==> config.mk <==
export PLATFORM = sky130hd
export DESIGN_NAME = dsp_status_ctl
export DESIGN_NICKNAME = d
export VERILOG_FILES = /design/src/rtl/dsp_sr_pkg.sv /design/src/rtl/sr_flag_eval.sv /design/src/rtl/sr_exc_arb.sv /design/src/rtl/dsp_status_ctl.sv
export SDC_FILE = /design/constraint.sdc
export NUM_CORES = 1
export LEC_CHECK = 0
export ABC_AREA = 1
export BUFFER_PORTS_ARGS = -buffer_cell sky130_fd_sc_hd__buf_2
export CAP_MARGIN = 20
export CORE_MARGIN = 2
export CORE_UTILIZATION = 40
export DETAILED_ROUTE_END_ITERATION = 8
export HOLD_SLACK_MARGIN = 0.06
export MAX_ROUTING_LAYER = met4
export PLACE_DENSITY = 0.8
export SYNTH_ARGS = -nofsm -noshare
export SYNTH_HDL_FRONTEND = slang
export SYNTH_SLANG_ARGS = --single-unit
==> constraint.sdc <==
create_clock -name clk -period 1.4 [get_ports clk]
set_input_delay 0.07 -clock clk [delete_from_list [all_inputs] [get_ports clk]]
set_output_delay 0.07 -clock clk [all_outputs]
set_load 0.02 [all_outputs]
==> src/rtl/dsp_sr_pkg.sv <==
package dsp_sr_pkg;
  localparam int SR_W      = 16;
  localparam int B_CARRY   = 0;
  localparam int B_OVF     = 1;
  localparam int B_AZERO   = 2;
  localparam int B_SIGN    = 3;
  localparam int B_OVER32  = 4;
  localparam int B_TOP2    = 5;
  localparam int B_LZERO   = 6;
  localparam int B_STICKY  = 7;
  localparam int B_RSV8    = 8;
  localparam int B_IE      = 9;
  localparam int B_XIE_A   = 11;
  localparam int B_XIE_B   = 12;
  localparam int FLAG_BITS = 6;

  typedef struct packed {
    logic       hit;
    logic [3:0] pos;
  } bitsel_t;

  // Index to status bit position for single-bit operations.
  function automatic bitsel_t map_bit_idx(input logic [2:0] idx);
    bitsel_t s;
    s.hit = 1'b1;
    case (idx)
      3'd0:    s.pos = 4'(B_LZERO);
      3'd1:    s.pos = 4'(B_STICKY);
      3'd3:    s.pos = 4'(B_IE);
      3'd5:    s.pos = 4'(B_XIE_A);
      3'd6:    s.pos = 4'(B_XIE_B);
      default: begin s.hit = 1'b0; s.pos = 4'd0; end
    endcase
    return s;
  endfunction
endpackage

==> src/rtl/sr_flag_eval.sv <==
module sr_flag_eval #(
  parameter int ACC_W   = 40,
  parameter int GUARD_W = 8
) (
  input  logic [ACC_W-1:0]         acc,
  input  logic                     carry_in,
  input  logic                     ovf_in,
  output logic [dsp_sr_pkg::FLAG_BITS-1:0] flags
);
  import dsp_sr_pkg::*;
  localparam int LOW_W = ACC_W - GUARD_W;

  logic [GUARD_W:0] ext_bits;
  logic             all_one, all_zero;

  assign ext_bits = acc[ACC_W-1:LOW_W-1];
  assign all_one  = &ext_bits;
  assign all_zero = ~|ext_bits;

  always_comb begin
    flags           = '0;
    flags[B_CARRY]  = carry_in;
    flags[B_OVF]    = ovf_in;
    flags[B_AZERO]  = (acc == '0);
    flags[B_SIGN]   = acc[ACC_W-1];
    flags[B_OVER32] = ~(all_one | all_zero);
    flags[B_TOP2]   = (acc[LOW_W-1] == acc[LOW_W-2]);
  end
endmodule

==> src/rtl/sr_exc_arb.sv <==
module sr_exc_arb #(
  parameter int N_EXC   = 8,
  parameter int EXT_IDX = 7,
  localparam int IDXW   = $clog2(N_EXC)
) (
  input  logic             clk,
  input  logic             rst,
  input  logic [N_EXC-1:0] req,
  input  logic             ie,
  input  logic             xie,
  output logic             ack_vld,
  output logic [N_EXC-1:0] ack_oh,
  output logic [IDXW-1:0]  ack_idx
);
  localparam logic [N_EXC-1:0] EXT_MASK    = N_EXC'(1) << EXT_IDX;
  localparam logic [N_EXC-1:0] NONEXT_MASK = ~EXT_MASK;

  logic [N_EXC-1:0] pend_q, keep, elig;

  // Non-external requests are discarded while disabled; external always kept.
  assign keep = req & (ie ? '1 : EXT_MASK);
  assign elig = pend_q & (ie ? '1 : EXT_MASK) & (xie ? '1 : NONEXT_MASK);

  always_comb begin
    ack_oh  = '0;
    ack_idx = '0;
    for (int i = N_EXC - 1; i >= 0; i--) begin
      if (elig[i]) begin
        ack_oh    = '0;
        ack_oh[i] = 1'b1;
        ack_idx   = IDXW'(i);
      end
    end
  end
  assign ack_vld = |elig;

  always_ff @(posedge clk) begin
    if (rst) pend_q <= '0;
    else     pend_q <= (pend_q & ~ack_oh) | keep;
  end

  // at most one acknowledge
  a_r10_onehot_ack: assert property (@(posedge clk) disable iff (rst)
    $onehot0(ack_oh));
  // only the taken request leaves, unless re-raised
  a_r10_taken_cleared: assert property (@(posedge clk) disable iff (rst)
    ack_vld |=> ((pend_q & $past(ack_oh & ~req)) == '0));
  // nothing non-external becomes pending while disabled
  a_r8_drop_disabled: assert property (@(posedge clk) disable iff (rst)
    !ie |=> ((pend_q & ~$past(pend_q) & NONEXT_MASK) == '0));
  // non-external taken only with general enable
  a_r8_ie_gate: assert property (@(posedge clk) disable iff (rst)
    (ack_vld && !ack_oh[EXT_IDX]) |-> ie);
  // external taken only with one of its enables
  a_r9_ext_gate: assert property (@(posedge clk) disable iff (rst)
    ack_oh[EXT_IDX] |-> xie);
endmodule

==> src/rtl/dsp_status_ctl.sv <==
module dsp_status_ctl #(
  parameter int ACC_W   = 40,
  parameter int GUARD_W = 8,
  parameter int N_EXC   = 8,
  parameter int EXT_IDX = 7,
  localparam int IDXW   = $clog2(N_EXC)
) (
  input  logic             clk,
  input  logic             rst,
  input  logic             wr_en,
  input  logic [15:0]      wr_data,
  input  logic             flag_upd,
  input  logic [ACC_W-1:0] acc_res,
  input  logic             carry_in,
  input  logic             ovf_in,
  input  logic             lz_upd,
  input  logic             lz_val,
  input  logic             bit_en,
  input  logic             bit_val,
  input  logic [2:0]       bit_idx,
  input  logic [N_EXC-1:0] exc_req,
  output logic [15:0]      sr_q,
  output logic             ack_vld,
  output logic [N_EXC-1:0] ack_oh,
  output logic [IDXW-1:0]  ack_idx
);
  import dsp_sr_pkg::*;

  logic [FLAG_BITS-1:0] flags;
  logic [SR_W-1:0]      sr_d;
  bitsel_t              bsel;

  sr_flag_eval #(.ACC_W(ACC_W), .GUARD_W(GUARD_W)) u_flags (
    .acc(acc_res), .carry_in(carry_in), .ovf_in(ovf_in), .flags(flags));

  sr_exc_arb #(.N_EXC(N_EXC), .EXT_IDX(EXT_IDX)) u_arb (
    .clk(clk), .rst(rst), .req(exc_req),
    .ie(sr_q[B_IE]), .xie(sr_q[B_XIE_A] | sr_q[B_XIE_B]),
    .ack_vld(ack_vld), .ack_oh(ack_oh), .ack_idx(ack_idx));

  assign bsel = map_bit_idx(bit_idx);

  always_comb begin
    sr_d = sr_q;
    if (wr_en) begin
      sr_d = wr_data;
    end else begin
      if (flag_upd) begin
        sr_d[FLAG_BITS-1:0] = flags;
        if (ovf_in) sr_d[B_STICKY] = 1'b1;
      end
      if (lz_upd) sr_d[B_LZERO] = lz_val;
      if (bit_en && bsel.hit) sr_d[bsel.pos] = bit_val;
    end
    if (ack_vld) sr_d[B_XIE_B] = 1'b0;
    sr_d[B_RSV8] = 1'b0;
  end

  always_ff @(posedge clk) begin
    if (rst) sr_q <= '0;
    else     sr_q <= sr_d;
  end

  // reserved bit reads zero
  a_r2_bit8_zero: assert property (@(posedge clk) disable iff (rst)
    sr_q[B_RSV8] == 1'b0);
  // overflow in a flag update leaves sticky set
  a_r4_sticky_set: assert property (@(posedge clk) disable iff (rst)
    (flag_upd && ovf_in && !wr_en && !(bit_en && bit_idx == 3'd1 && !bit_val))
    |=> sr_q[B_STICKY]);
  // a lone flag update keeps bits above the flag field, except sticky
  a_r3_upper_kept: assert property (@(posedge clk) disable iff (rst)
    (flag_upd && !wr_en && !lz_upd && !bit_en && !ack_vld)
    |=> ({sr_q[15:8], sr_q[B_LZERO]} == $past({sr_q[15:8], sr_q[B_LZERO]})));
  // enable B is low after any exception is taken
  a_r11_xie_b_cleared: assert property (@(posedge clk) disable iff (rst)
    ack_vld |=> !sr_q[B_XIE_B]);
  // enable A untouched by exception entry
  a_r11_xie_a_kept: assert property (@(posedge clk) disable iff (rst)
    (ack_vld && !wr_en && !bit_en) |=> (sr_q[B_XIE_A] == $past(sr_q[B_XIE_A])));
endmodule

==> qor.yml, run 1 <==
drv_cap: 0
hold_class: "in2reg"
clockBufferDepth: 2
num_rows: 22
vdd_drop_max_mv: 0.724
reg2reg_slack_ns: 0.09
route.detailed.drc: 0
fp.dieW_um: 66.7
fin_crit_ns: 1.46
coreArea_mm2: 0.00372
finClkSkew_ns: 0.00295
synthTopCellsByArea: "dfxtp_1 (29%), nand2_1 (12%), nor2_1 (12%)"
wl_mm: 4.51
netlist.top_cell.by_area: "dfxtp_1"
ios: 105
cp-end-kind: "output pin"
post-place-ws_ns: 0.157
vias: 1909
fin_crit_sh_pct: 105
initial_core_util_pct: 42.3
die_height_um: 66.7
seq_area_frac_synth_pct: 29.3
yosysUniqueCellTypes: 31
clock_sinks: 23
drv_slew: 0
gp_congestion: 0.888
antennaDiodeCount: 0
port_buffers: 102
final_common_cell: "buf_2"
fin_nets: 452
grt_max_degree: 15
syn_area_per_cell_um2: 6.31
fin_cells: 421
cellPowerDensity_mw_per_mm2: 712
violations: "negative setup slack"
timing_worst_setup_path_type: "reg2out"
leakage_uw: 0.00140
mostFrequentLayoutCells: "buf_2 (92), nor2_1 (48), nand2_1 (48), inv_1 (39), dfxtp_1 (21)"
cp.arrival_ns: 1.39
layout-area-overhead-vs-synth_pct: 56.0
overflow: 0
synthCells: 249
syn_nets: 327
place_inst: 395
synth_top_area_share_pct: 29.3
drive_gt1_share_pct: 38.6
cts_max_level: 1
cts_tree: "yes"
required_ns: 1.33
grt_usage_pct: 22.3
path_max_fanout: 11
grt_pass1_vias: 1833
grt_first_pass_wirelength_mm: 7.51
die_area_mm2: 0.00445
finalHoldViolations: 0
syn-cell-area_mm2: 0.00157
hpwlAfterDp_mm: 3.42
setup_viol: 7
drt_pre_antenna_iters: 4
nFillCells: 365
ant_nets: 0
holdPathStages: 3
viasPerCell: 4.53
wl_per_cell_um: 10.7
regArea_um2: 463
rsz0062_at_grt: "yes"
drtIter0Drc: 91
finalWorstSetupSlack_ns: -0.0649
clkTransAtPathRegs_ns: 0.08
multi_input_area_um2: 943
insertion_delay_ns: 0.26
root_buffer: "clkbuf_8"
ys_ff_latch: 23
start_kind: "flop"
fmax_mhz: 683
antenna_found_initial: 0
yosysWarnings: 0
cts-buffers-inserted: 3
status: "finished, violations left"
rr_worst_depth: 8
==> cell type report <==
cell class	instances	share of cell area (%)
timing repair buffer	128	32.1
inverter	41	6.28
multi-input combinational	177	38.5
clock buffer	4	1.84
tap	48	2.45
sequential	23	18.9
==> cell families after synthesis <==
family          Yosys count  share of synthesized area (%)
flops                    23                           29.3
fa+ha+maj                 1                          0.796
other cells               1                          0.239
compound gates           48                           17.9
simple gates            127                           38.5
buf+inv                  49                           13.3
==> final timing paths <==
path / start / end
setup / recovery: sr_q[9] / ack_idx[0]
hold reg to reg: u_arb.pend_q[7] / u_arb.pend_q[7]
hold / removal: wr_data[2] / sr_q[2]
setup reg to reg: sr_q[9] / u_arb.pend_q[6]
==> metrics by stage <==
step	total power (µW)	util, %	TNS [ns]	instance area (µm²)	hold WS [ns]
after floorplan	1050	-	0	1570	0.203
after global placement	1240	57.3	0	2130	0.288
after detailed placement	1250	57.3	0	2130	0.297
after CTS	1720	64.1	-0.291	2380	0.0632
after global routing	1860	66.0	-0.787	2450	0.0882
final	1750	66.0	-0.240	2450	0.0804
==> synthesized netlist by cell type (all sizes together) <==
| cell | instances |
|---|---|
| o21a | 1 |
| clkbuf | 2 |
| or2 | 1 |
| inv | 41 |
| conb | 1 |
| nor2 | 50 |
| dfxtp | 23 |
| ha | 1 |
| buf | 6 |
| nand3b | 1 |
| nor3 | 3 |
| nand2 | 59 |
| a211oi | 2 |
| and2 | 2 |
| nand4 | 2 |
| o21ai | 23 |
| o211ai | 3 |
| nand3 | 9 |
| a21oi | 19 |
==> per-layer routing <==
metal / share of wire, % / vias to the layer above / GRT usage, %
li1: - / 1021 / -
met4: 2.4 / 0 / 6.38
met5: 0 / - / -
met2: 51 / 55 / 40.4
met3: 4.5 / 8 / 4.05
met1: 42 / 825 / 25.0
==> report_power, final <==
group | switching (µW) | internal [µW]
Clock | 209 | 203
Combinational | 315 | 279
Sequential | 37.4 | 702
Total | 561 | 1180
==> critical path, stage by stage, from the launching register on <==
cell and delay, ns:
dfxtp_2 0.34, buf_12 0.15, nand2_4 0.08, nand3_2 0.08, nand2_1 0.06, nand2_1 0.05
nand2_1 0.06, nand2_1 0.06, a21oi_2 0.11, buf_4 0.15
==> state kept, by name, summed over array words and instances, names as in the netlist, named ones only <==
signal / flops
sr_q: 15
u_arb.pend_q: 7
==> what timing repair did <==
action | 4_1_cts | 5_1_grt
hold buffers | 14 | 0
hold endpoints to repair | 14 | 0
endpoints found under the setup margin | 8 | 9
pin swaps | 2 | 2
setup buffers | 4 | 4
gates resized for setup | 10 | 12
(Power assumes the default switching activity.)
==> run 2, diff against run 1 <==
==> constraint.sdc (replaced) <==
create_clock -name clk -period 1.7 [get_ports clk]
set_input_delay 0.085 -clock clk [delete_from_list [all_inputs] [get_ports clk]]
set_output_delay 0.085 -clock clk [all_outputs]
set_load 0.02 [all_outputs]
==> qor.yml, run 2 (same netlist as run 1, synthesis figures left out) <==
crit_top_cell: "nand2_4"
cts-buffers-inserted: 3  # unchanged
grt_usage_pct: 21.6  # -0.72 points
clock_sinks: 23  # unchanged
ant_nets: 0  # unchanged
leakage_uw: 0.00133  # -5.3%
cts_tree: "yes"
power_frac_clock_pct: 24.6  # +1.0 points
vias: 1860  # -2.6%
holdPathEnd: "u_arb.pend_q[3]"
p_sw_uw: 438  # -22%
placed_cell_area_mm2: 0.00210  # -1.3%
cts_max_level: 1  # unchanged
fin_crit_ns: 1.54
finalWorstSetupSlack_ns: 0.159  # +0.223 ns
fin_crit_sh_pct: 90.7
p_int_uw: 928  # -22%
reg2reg_to: "u_arb.pend_q[7]"
hpwlAfterDp_mm: 3.42  # -0.22%
seq_power_share_pct: 44.3  # +2.0 points
critPathMaxStageDelay_ns: 0.33  # about the same
worstSetupStartpoint: "sr_q[9]"
die_area_mm2: 0.00445  # unchanged
finalHoldViolations: 0  # unchanged
path_max_fanout: 18  # +7
grt_first_pass_wirelength_mm: 7.29  # -3.0%
final_common_cell: "buf_2"
antenna_found_initial: 0  # unchanged
drive_gt1_share_pct: 35.9  # -2.8 points
drv_slew: 0  # unchanged
drt_pre_antenna_iters: 4  # unchanged
setup_viol: 0  # -7
cp-end-kind: "output pin"
antennaDiodeCount: 0  # unchanged
layout-area-overhead-vs-synth_pct: 42.4
reg2reg_slack_ns: 0.49  # +0.40 ns
port_buffers: 102  # unchanged
power.share.switching_pct: 32.0  # -0.10 points
finClkSkew_ns: 0.00562  # +0.00267 ns
post-place-ws_ns: 0.384  # +0.227 ns
num_rows: 22  # unchanged
viasPerCell: 4.59  # +1.3%
status: "finished, final reports clean"
root_buffer: "clkbuf_8"
top_register: "sr_q"
insertion_delay_ns: 0.26  # about the same
cellPowerDensity_mw_per_mm2: 610  # -14%
route.detailed.drc: 0  # unchanged
vdd_drop_max_mv: 0.524  # -28%
combPwrFrac_pct: 31.2  # -2.9 points
holdPathStages: 3  # unchanged
die_height_um: 66.7  # unchanged
drv_cap: 0  # unchanged
rsz0062_at_grt: "no"
cp_top_family: "simple AND/OR/NAND/NOR gates"
cp.arrival_ns: 1.46  # +0.07 ns
gp_congestion: 0.888  # about the same
worst_path_max_delay_cell: "dfxtp_1"
path_cells: "buf_8, nand2_4, nand2_4, nor2_8, nand2_4, nor2_1, buf_2"
required_ns: 1.62  # +0.29 ns
hold_class: "in2reg"
critPathBufInv: 2  # unchanged
final_util_pct: 60.2  # -5.8 points
fp.dieW_um: 66.7  # unchanged
hp-start: "exc_req[3]"
rr_worst_depth: 7  # -1
hold_slack_ns: 0.0704  # -0.0100 ns
fin_nets: 436  # -3.5%
reg_top3: "sr_q x15, u_arb.pend_q x7"
initial_core_util_pct: 42.3  # unchanged
overflow: 0  # unchanged
clkTransAtPathRegs_ns: 0.08  # about the same
grt_pass1_vias: 1784  # -2.7%
grt_max_degree: 19  # +4
ios: 105  # unchanged
wl_per_cell_um: 10.7  # -0.22%
fmax_mhz: 649
finalInstanceArea_mm2: 0.00224  # -8.7%
timing_worst_setup_path_type: "reg2out"
coreArea_mm2: 0.00372  # unchanged
rr_startpoint: "sr_q[9]"
largest_register_ffs: 15  # unchanged
final.setup.tns_ns: 0  # +0.240 ns
start_kind: "flop"
drtIter0Drc: 89  # -2.2%
postCtsSetupBuffers: 0  # -4
mostFrequentLayoutCells: "buf_2 (101), nor2_1 (49), nand2_1 (49), inv_1 (39), dfxtp_1 (23)"
wl_mm: 4.33  # -4.0%
clockBufferDepth: 2  # unchanged
## run 2: cell types whose count changed in the layout (fill, tap and decap cells not counted), sizes merged
cell         change
buf             -10
dlygate4sd3      -6
## run 2: cell type report
class | count | area, µm²
clock buffer | 4 | 45.0
timing repair buffer | 112 | 616
fill | 381 | 1480
sequential | 23 | 460
inverter | 41 | 154
multi-input combinational | 177 | 902
tap | 48 | 60.1
## run 2: power by group through the flow
stage          Sequential (µW)  Combinational (µW)  Clock (µW)
2_1_floorplan              645                 220           0
3_3_place_gp               615                 399           0
3_5_place_dp               616                 407           0
4_1_cts                    604                 422         351
5_1_grt                    609                 479         373
6_report                   605                 426         335
## run 2: worst max path at each step
stage	endpoint	slack [ns]	cells past startpoint
after floorplan	ack_idx[0]	0.41	8
after global routing	ack_idx[0]	0.002	9
after detailed placement	ack_oh[6]	0.38	7
after CTS	ack_oh[6]	0.08	7
final	ack_oh[6]	0.16	7
after global placement	ack_idx[1]	0.42	6
## run 2: per-stage QoR
stage                     power, µW  cells
final                          1370    405
after global placement         1010    393
after floorplan                 865    249
after CTS                      1380    405
after global routing           1460    405
after detailed placement       1020    393
## run 2: what timing repair did
item,4_1_cts,5_1_grt
resized for setup,0,3
hold endpoints to repair,8,0
setup endpoints to repair,0,3
hold buffers,8,0
## run 2: worst reg2reg max path, cell delays in order (launching register included)
cell and delay [ns]:
dfxtp_1 0.33, buf_8 0.17, nand2_4 0.11, nand2_4 0.08, nor2_8 0.15, nand2_4 0.08
o21ai_2 0.12, a21oi_2 0.06
## run 2: per-layer routing
metal,vias to the layer above,GRT usage (%),part of all wire [%]
li1,986,-,-
met1,822,24.0,42
met2,50,39.8,53
met3,2,4.05,4.2
met4,0,5.10,0.49
met5,-,-,0
